==> src/rtl/bitop_pkg.sv <==
package bitop_pkg;

  localparam int OP_W = 5;

  // Boolean function applied to the pair (a from first source, b from second)
  typedef enum logic [2:0] {
    FN_AND  = 3'd0,
    FN_ANDN = 3'd1,   // a & ~b
    FN_NOR  = 3'd2,
    FN_OR   = 3'd3,
    FN_NAND = 3'd4,
    FN_ORN  = 3'd5,   // a | ~b
    FN_XNOR = 3'd6,
    FN_XOR  = 3'd7
  } bit_fn_e;

  typedef enum logic [2:0] {
    FAM_PLAIN   = 3'd0,
    FAM_SHIFT   = 3'd1,
    FAM_ACC_AND = 3'd2,
    FAM_ACC_OR  = 3'd3,
    FAM_INSERT  = 3'd4,
    FAM_BAD     = 3'd5
  } bit_fam_e;

  typedef struct packed {
    bit_fam_e fam;
    bit_fn_e  fn;
    logic     invert;
  } bit_dec_t;

  // Code map boundaries
  localparam logic [OP_W-1:0] CODE_INSERT     = 5'd24;
  localparam logic [OP_W-1:0] CODE_INSERT_INV = 5'd25;

endpackage

==> src/rtl/bitop_decode.sv <==
module bitop_decode
  import bitop_pkg::*;
(
  input  logic [OP_W-1:0] op_i,
  output bit_dec_t        dec_o
);

  always_comb begin
    dec_o.fam    = FAM_BAD;
    dec_o.fn     = FN_AND;
    dec_o.invert = 1'b0;
    unique case (op_i[4:3])
      2'b00: begin
        dec_o.fam = FAM_PLAIN;
        dec_o.fn  = bit_fn_e'(op_i[2:0]);
      end
      2'b01: begin
        dec_o.fam = FAM_SHIFT;
        dec_o.fn  = bit_fn_e'(op_i[2:0]);
      end
      2'b10: begin
        // inner function uses the first four entries: AND, ANDN, NOR, OR
        dec_o.fam = op_i[2] ? FAM_ACC_OR : FAM_ACC_AND;
        dec_o.fn  = bit_fn_e'({1'b0, op_i[1:0]});
      end
      default: begin
        if (op_i[2:1] == 2'b00) begin
          dec_o.fam    = FAM_INSERT;
          dec_o.invert = op_i[0];
        end
      end
    endcase
  end

endmodule

==> src/rtl/bitop_pick.sv <==
module bitop_pick #(
  parameter int W     = 32,
  localparam int PW   = $clog2(W)
) (
  input  logic [W-1:0]  word_i,
  input  logic [PW-1:0] pos_i,
  output logic          bit_o
);

  assign bit_o = word_i[pos_i];

endmodule

==> src/rtl/bitop_func.sv <==
module bitop_func
  import bitop_pkg::*;
(
  input  bit_fn_e fn_i,
  input  logic    a_i,
  input  logic    b_i,
  output logic    y_o
);

  always_comb begin
    unique case (fn_i)
      FN_AND:  y_o = a_i & b_i;
      FN_ANDN: y_o = a_i & ~b_i;
      FN_NOR:  y_o = ~(a_i | b_i);
      FN_OR:   y_o = a_i | b_i;
      FN_NAND: y_o = ~(a_i & b_i);
      FN_ORN:  y_o = a_i | ~b_i;
      FN_XNOR: y_o = ~(a_i ^ b_i);
      FN_XOR:  y_o = a_i ^ b_i;
      default: y_o = 1'b0;
    endcase
  end

endmodule

==> src/rtl/bitop_compose.sv <==
module bitop_compose
  import bitop_pkg::*;
#(
  parameter int W   = 32,
  localparam int PW = $clog2(W)
) (
  input  bit_fam_e      fam_i,
  input  logic          fn_y_i,
  input  logic          b_bit_i,
  input  logic          invert_i,
  input  logic [W-1:0]  dst_i,
  input  logic [W-1:0]  src_a_i,
  input  logic [PW-1:0] pos_a_i,
  output logic [W-1:0]  word_o,
  output logic          illegal_o
);

  logic [W-1:0] ins_mask;
  logic         ins_bit;

  assign ins_mask = {{(W-1){1'b0}}, 1'b1} << pos_a_i;
  assign ins_bit  = b_bit_i ^ invert_i;

  always_comb begin
    word_o    = dst_i;
    illegal_o = 1'b0;
    unique case (fam_i)
      FAM_PLAIN:   word_o = {{(W-1){1'b0}}, fn_y_i};
      FAM_SHIFT:   word_o = {dst_i[W-2:0], fn_y_i};
      FAM_ACC_AND: word_o = {dst_i[W-1:1], dst_i[0] & fn_y_i};
      FAM_ACC_OR:  word_o = {dst_i[W-1:1], dst_i[0] | fn_y_i};
      FAM_INSERT:  word_o = (src_a_i & ~ins_mask) | ({W{ins_bit}} & ins_mask);
      default:     illegal_o = 1'b1;
    endcase
  end

endmodule

==> src/rtl/bitop_unit.sv <==
module bitop_unit
  import bitop_pkg::*;
#(
  parameter int W   = 32,
  localparam int PW = $clog2(W),
  localparam int NSRC = 2
) (
  input  logic            clk,
  input  logic            rst_n,
  input  logic            req_valid,
  input  logic [OP_W-1:0] op_sel,
  input  logic [W-1:0]    src_a,
  input  logic [W-1:0]    src_b,
  input  logic [W-1:0]    dst_in,
  input  logic [PW-1:0]   pos_a,
  input  logic [PW-1:0]   pos_b,
  output logic            res_valid,
  output logic [W-1:0]    res_data,
  output logic            res_illegal
);

  bit_dec_t     dec;
  logic [W-1:0] src_w   [NSRC];
  logic [PW-1:0] pos_w  [NSRC];
  logic         sel_bit [NSRC];
  logic         fn_y;
  logic [W-1:0] word_nx;
  logic         bad_nx;

  logic         valid_q;
  logic [W-1:0] data_q, data_d;
  logic         bad_q, bad_d;

  bitop_decode u_decode (
    .op_i  (op_sel),
    .dec_o (dec)
  );

  assign src_w[0] = src_a;
  assign src_w[1] = src_b;
  assign pos_w[0] = pos_a;
  assign pos_w[1] = pos_b;

  for (genvar g = 0; g < NSRC; g++) begin : g_pick
    bitop_pick #(.W(W)) u_pick (
      .word_i (src_w[g]),
      .pos_i  (pos_w[g]),
      .bit_o  (sel_bit[g])
    );
  end

  bitop_func u_func (
    .fn_i (dec.fn),
    .a_i  (sel_bit[0]),
    .b_i  (sel_bit[1]),
    .y_o  (fn_y)
  );

  bitop_compose #(.W(W)) u_compose (
    .fam_i     (dec.fam),
    .fn_y_i    (fn_y),
    .b_bit_i   (sel_bit[1]),
    .invert_i  (dec.invert),
    .dst_i     (dst_in),
    .src_a_i   (src_a),
    .pos_a_i   (pos_a),
    .word_o    (word_nx),
    .illegal_o (bad_nx)
  );

  // next state: load only on an accepted request
  always_comb begin
    data_d = data_q;
    bad_d  = bad_q;
    if (req_valid) begin
      data_d = word_nx;
      bad_d  = bad_nx;
    end
  end

  always_ff @(posedge clk or negedge rst_n) begin
    if (!rst_n) begin
      valid_q <= 1'b0;
      data_q  <= '0;
      bad_q   <= 1'b0;
    end else begin
      valid_q <= req_valid;
      data_q  <= data_d;
      bad_q   <= bad_d;
    end
  end

  assign res_valid   = valid_q;
  assign res_data    = data_q;
  assign res_illegal = bad_q;

  // ---------------- assertions ----------------
  AST_PLAIN_UPPER_ZERO: assert property (@(posedge clk) disable iff (!rst_n)
    (req_valid && op_sel[4:3] == 2'b00) |=> (res_data[W-1:1] == '0));

  AST_ACC_AND_UPPER_KEPT: assert property (@(posedge clk) disable iff (!rst_n)
    (req_valid && op_sel[4:2] == 3'b100) |=>
      (res_data[W-1:1] == $past(dst_in[W-1:1])) && ($past(dst_in[0]) || !res_data[0]));

  AST_ACC_OR_UPPER_KEPT: assert property (@(posedge clk) disable iff (!rst_n)
    (req_valid && op_sel[4:2] == 3'b101) |=>
      (res_data[W-1:1] == $past(dst_in[W-1:1])) && (!$past(dst_in[0]) || res_data[0]));

  AST_SHIFT_MOVES_UP: assert property (@(posedge clk) disable iff (!rst_n)
    (req_valid && op_sel[4:3] == 2'b01) |=> (res_data[W-1:1] == $past(dst_in[W-2:0])));

  AST_INSERT_ONE_BIT: assert property (@(posedge clk) disable iff (!rst_n)
    (req_valid && (op_sel == CODE_INSERT || op_sel == CODE_INSERT_INV)) |=>
      ($countones(res_data ^ $past(src_a)) <= 1));

  AST_ILLEGAL_KEEPS_DST: assert property (@(posedge clk) disable iff (!rst_n)
    (req_valid && op_sel > CODE_INSERT_INV) |=> (res_illegal && res_data == $past(dst_in)));

  AST_LEGAL_CLEARS_FLAG: assert property (@(posedge clk) disable iff (!rst_n)
    (req_valid && op_sel <= CODE_INSERT_INV) |=> !res_illegal);

  AST_VALID_FOLLOWS_REQ: assert property (@(posedge clk) disable iff (!rst_n)
    req_valid |=> res_valid);

  AST_NO_STRAY_VALID: assert property (@(posedge clk) disable iff (!rst_n)
    !req_valid |=> (!res_valid && $stable(res_data) && $stable(res_illegal)));

endmodule

==> config.mk <==
export PLATFORM = sky130hd
export DESIGN_NAME = bitop_unit
export DESIGN_NICKNAME = d
export VERILOG_FILES = /design/src/rtl/bitop_pkg.sv /design/src/rtl/bitop_decode.sv /design/src/rtl/bitop_pick.sv /design/src/rtl/bitop_func.sv /design/src/rtl/bitop_compose.sv /design/src/rtl/bitop_unit.sv
export SDC_FILE = /design/constraint.sdc
export NUM_CORES = 1
export LEC_CHECK = 0
export BUFFER_PORTS_ARGS = -buffer_cell sky130_fd_sc_hd__buf_2
export CAP_MARGIN = 20
export CORE_AREA = 2 2 83 117
export DETAILED_ROUTE_END_ITERATION = 10
export DIE_AREA = 0 0 85 119
export GPL_TIMING_DRIVEN = 0
export PLACE_DENSITY_LB_ADDON = 0.08
export SYNTH_ARGS = -nofsm -noshare
export SYNTH_HDL_FRONTEND = slang
export SYNTH_HIERARCHICAL = 1
export SYNTH_SLANG_ARGS = --single-unit
==> constraint.sdc <==
create_clock -name clk -period 0.8 [get_ports clk]
set_input_delay 0.2 -clock clk [delete_from_list [all_inputs] [get_ports clk]]
set_output_delay 0.2 -clock clk [all_outputs]
set_load 0.02 [all_outputs]
; ---- Word-level counts from Yosys, hierarchy flattened
; Index checks and enable logic that the tools add are counted.
[op_classes]
addsub = 0
multipliers = 0
n_eq_ne = 13
mux = 13
shift = 1
n_div = 0
n_lt_le_gt_ge = 2
n_reduce_logical = 7
bitwise = 16
[ops]
columns = operator, n
row1 = 32-bit case mux with 5 select lines, 1
row2 = 32-bit bitwise AND, 2
row3 = 32-bit NOT, 1
row4 = 32-bit bitwise OR, 1
row5 = "1-bit by 5-bit << shifter with 32-bit output, first input constant", 1
row6 = "3-bit equality test, second input constant", 5
row7 = "3-bit by 2-bit equality test with 1-bit output, second input constant", 4
row8 = "5-bit by 6-bit < comparator with 1-bit output, second input constant", 2
row9 = 1-bit binary-select mux with 5-bit select, 2
row10 = 3-bit case mux with 3 select lines, 1
row11 = 1-bit case mux with 8 select lines, 1
row12 = 1-bit two-way mux, 7
row13 = "3-bit by 1-bit equality test with 1-bit output, second input constant", 2
row14 = 3-bit zero test, 2
row15 = 3-bit case mux with 2 select lines, 1
row16 = 5-bit OR reduction, 1
row17 = 2-bit zero test, 2
row18 = 1-bit NOT, 4
row19 = 1-bit bitwise AND, 3
row20 = 1-bit bitwise OR, 3
row21 = 3-bit OR reduction, 1
row22 = "2-bit by 1-bit equality test with 1-bit output, second input constant", 1
row23 = "2-bit equality test, second input constant", 1
row24 = 2-bit OR reduction, 1
row25 = 1-bit bitwise XOR, 2
[totals]
input_bits = 114
romBits = 0
output_inout_bits = 34
regBits = 34
latch_bits = 0
ram_bits = 0
memories = 0

; ---- Logic depth before layout (Yosys ltp)
[depth]
depth_word = 7
depth_mapped = 17

; ---- Cells and area by module
; Netlist, hierarchy kept.
[by_module_without_submodules]
columns = module, cells_per_inst, n_inst, seq_area_each_um2, area_per_inst_um2
row1 = bitop_unit, 71, 1, 850.8, 1406.3
row2 = bitop_compose, 207, 1, 0.0, 1363.8
row3 = bitop_pick, 41, 2, 0.0, 325.3
row4 = bitop_func, 17, 1, 0.0, 141.4
row5 = bitop_decode, 9, 1, 0.0, 66.3

; ---- Least setup slack after synthesis
; No wires, ideal clock.
[synth_timing]
path_kind = input-to-reg
startpoint = in pos_b[1]
endpoint = reg data_q[0] (netlist: res_data[0])
t_required_ns = 0.675
slack_ns = -1.933
arrival_ns = 2.608
setup_time_ns = 0.125
cell_stages = 17
path_cell_list = buf_6 buf_12 mux2i_1 a22oi_1 nand3_1 nand2_1 a311o_1 inv_1 ha_1 nand2b_1 and3_1 o31a_1 a21oi_1 a31oi_1 o22ai_1 a22oi_1 mux2_4
[synth_lines]
columns = item, line_no
row1 = from (decl), bitop_unit.sv:16  ; input logic [PW-1:0] pos_b,
row2 = to (signal assigned), bitop_unit.sv:88  ; data_q <= data_d;
row3 = to (decl), bitop_unit.sv:31  ; logic [W-1:0] data_q, data_d;

==> results.md <==
* Result of the run: finished, violations left
* Violated checks: negative hold slack, negative setup slack
* Unrepaired setup endpoints after global routing: true
* Critical-path top delay cell: a311o_1
* Sum of buffers and inverters on the critical path at 4
* CP Launch Type: input pin
* Die outline area at 0.0101 mm^2
* Root buffer selected by CTS: clkbuf_16
* Total number of yosys warnings at 6
* Top post-synthesis cells by area: dfrtp_1, mux2i_1, mux2_4, a22oi_1, o221ai_1
* Core Footprint at 0.00920 mm^2
* Critical Path Sink Type: flop
* Data arrival time of the critical path at 2870 ps
* All-layer global routing usage at 25.2%
* Worst Path Required at around 970 ps
* Final hold violation count at 34
* Via count of the first global-routing pass at between 3000 and 4000
* DRC violations left at 0
* Final hold slack at -17.8 ps
* Initial core utilization at 39.5%
* Final period util at 338%
* Top-area cell type share of the netlist area at around a quarter
* Most used DFF post-synth: dfrtp_1
* Hold-fix buffers, CTS at 0
* Kind of cell with the highest combined delay on the critical path: compound AO/OA/AOI/OAI gates
* Mapped Area at about 0.0036 mm^2
* Total power of the final layout at about 8.3 mW
* Peak ir drop on the vdd network at approximately 1500 uV
* Synth-to-layout area growth at 54.1%
* Reported leakage power at about 2.6 nW
* Maxcap violations at 0
* Routed wire length at 12800 um
* Die width at about 85 um
* Mapped Nets at approximately 500
* Yosys reg bits at 34
* Number of antenna violations at the first check in global routing at 0
* Vias per cell at approximately 5.7
* Synthesized netlist cell count at approximately 390
* Synth top cells by count: mux2i_1, nand2_1, a22oi_1
* PortBufs at ~150
* Placement row count at between 40 and 50
* Maximum number of pins on one net before global-route repair at 35
* Distinct cell type count of the synthesized netlist at 39
* # H-tree levels at 2
* Max incr delay on CP at roughly 350 ps
* Synth async-reset ratio at between 90% and 100%
* Tmin final at ~2700 ps
* Number of enable flip-flop cells after synthesis at 0
* Number of setup violations in the final report at 67
* Instance area at placement at roughly 0.0045 mm^2
* Nets@finish at roughly 680
* Number of vias after detailed routing at between 3000 and 4000
* Total Neg Setup Slack at -50480 ps
* Hold/Removal Path Class: in -> async
* Clock-pin transition on the worst setup and hold timing paths at 60 ps
* DPL Wire Length at roughly 9600 um
* CTS tree: done
* Source-to-sink clock delay at the later pin of the worst-skew pair at approximately 280 ps
* Smallest setup slack after layout at -1900 ps
* Bufs on Longest Clock Path at 2
* Number of primary I/O pins at 148
* Worst setup path category: in -> reg
* Cell area after layout at 0.00559 mm^2
* Vert. Die Dim at roughly 120 um
* Pins Over Slew Limit at 0
* Final setup skew at 0 ps
* FF-to-FF setup slack at -110 ps
* Clock buffer count from CTS at 5
* Placer's final routability congestion estimate at a little under 0.9
* Most common cell type on the critical path: buf_12
* Wire length of the first global-routing pass at roughly 20000 um
* Area leader, netlist: dfrtp_1
* Average wire per cell in the routed design at approximately 19 um
* Remaining antenna violation count at 0
* Global-route congestion overflow total at 0
* Transition at the pin with the smallest max-transition slack at around 770 ps
* Diodes inserted at 0
* Sequential area share after synthesis at 23.4%
* Most repeated cell in the gate-level netlist after synthesis: mux2i_1
* Post-Synthesis Mean Instance Area at 9.40 um^2
* Critical Path Fanout Max at 6
* Cell breakdown of the critical path: buf_12, buf_12, buf_12, mux2i_4, a22oi_1, nand3_1, nand2_1, a311o_1, inv_2, ha_4, nand2b_4, and3_4, o31a_1, a21oi_1, a31oi_1, o22ai_1, a22oi_1, mux2_4
* PwrDens at around 1500 mW/mm^2
* Relative slew slack at between 40% and 50%
* Number of clock sinks at 34
* Max Clock Freq at between 300 and 400 MHz
* Detailed router's first-iteration violation count at approximately 230
* First-pass detailed-route iteration total at 4
* Fraction of layout cells with a size suffix above 1 at between 50 and 60%
==> repair_timing <==
item                       4_1_cts  5_1_grt
cloned                           4        0
setup endpoints to repair       67       67
resized for setup              117       43
pin swaps                       12        9
buffers inserted                16        4
==> where the power goes <==
group | total [mW] | internal (mW) | leakage (nW) | switching (mW)
combinational | 3.91 | 2.06 | 2.07 | 1.85
sequential | 2.19 | 1.98 | 0.425 | 0.204
clock | 2.25 | 1.47 | 0.0760 | 0.784
==> layout by cell type (no fill, tap or decap), drive strengths merged <==
| cell | instances |
|---|---|
| a211o | 1 |
| and3 | 1 |
| nand4b | 2 |
| o31a | 1 |
| ha | 4 |
| o221ai | 31 |
| mux2i | 64 |
| nand3b | 3 |
| nand3 | 9 |
| nor3b | 3 |
| nor2b | 7 |
| mux2 | 34 |
| buf | 187 |
| nor3 | 6 |
| a21oi | 10 |
| a22o | 1 |
| xor2 | 1 |
| nor2 | 19 |
| o22ai | 1 |
| a311o | 2 |
| dfrtp | 34 |
| nor4b | 1 |
| clkbuf | 18 |
| a22oi | 41 |
| and2b | 3 |
| inv | 6 |
| a211oi | 2 |
| nand2b | 7 |
| a31oi | 1 |
| nand2 | 57 |
| bufinv | 1 |
| and2 | 4 |
| clkinvlp | 2 |
==> state kept, by name, summed over array words and instances (netlist names) <==
name,cells
res_data,32
res_illegal,1
res_valid,1
==> worst paths after layout <==
check,from,end,cells after the start
hold / removal,rst_n,res_valid,1
setup / recovery,pos_a[1],res_data[0],18
setup reg to reg,res_data[7],res_data[7],2
hold reg to reg,res_data[4],res_data[4],1
min in group clk,req_valid,res_valid,1
max in group asynchronous,rst_n,res_data[13],1
==> per-stage QoR <==
| step | std cells | util [%] | hold slack, ps | setup slack (ps) |
|---|---|---|---|---|
| final | 674 | 60.8 | -17.8 | -1900 |
| after detailed placement | 642 | 49.3 | 327 | -2510 |
| after global placement | 642 | 49.3 | 315 | -2440 |
| after CTS | 670 | 58.0 | 15.1 | -1900 |
| after floorplan | 386 | - | -95.6 | -1930 |
| after global routing | 674 | 60.8 | 34.9 | -2070 |
==> worst reg2reg max path, cell delays in order, from the launching register on <==
cell and delay, ps:
dfrtp_1 400, buf_4 140, mux2_4 250
==> area by class of cell <==
cell class                 instances  area [um^2]
buffer                            30          269
timing repair buffer             170         1200
tap                              110          138
sequential                        34          851
multi-input combinational        316         2940
inverter                           6         22.5
clock buffer                       5          125
clock inverter                     3         45.0
fill                             826         3600
==> cell families (layout without fill, tap and decap cells) <==
logic type,count (synthesis),count (layout),synth area share [%]
compound gates,91,91,19.5
xor+xnor,1,1,0.241
fa+ha+maj,4,4,1.38
buf+inv,36,214,6.79
flops,34,34,23.4
mux,98,98,31.4
simple gates,122,122,17.2
==> per-layer routing <==
| metal | vias up | part of all wire [%] | global-route usage, % |
|---|---|---|---|
| li1 | 1823 | - | - |
| met1 | 1834 | 39 | 30.1 |
| met2 | 171 | 51 | 42.9 |
| met3 | 42 | 5.8 | 4.23 |
| met4 | 0 | 4.1 | 12.5 |
| met5 | - | 0 | 0 |
Note: power is estimated with default switching activity, not from simulation.
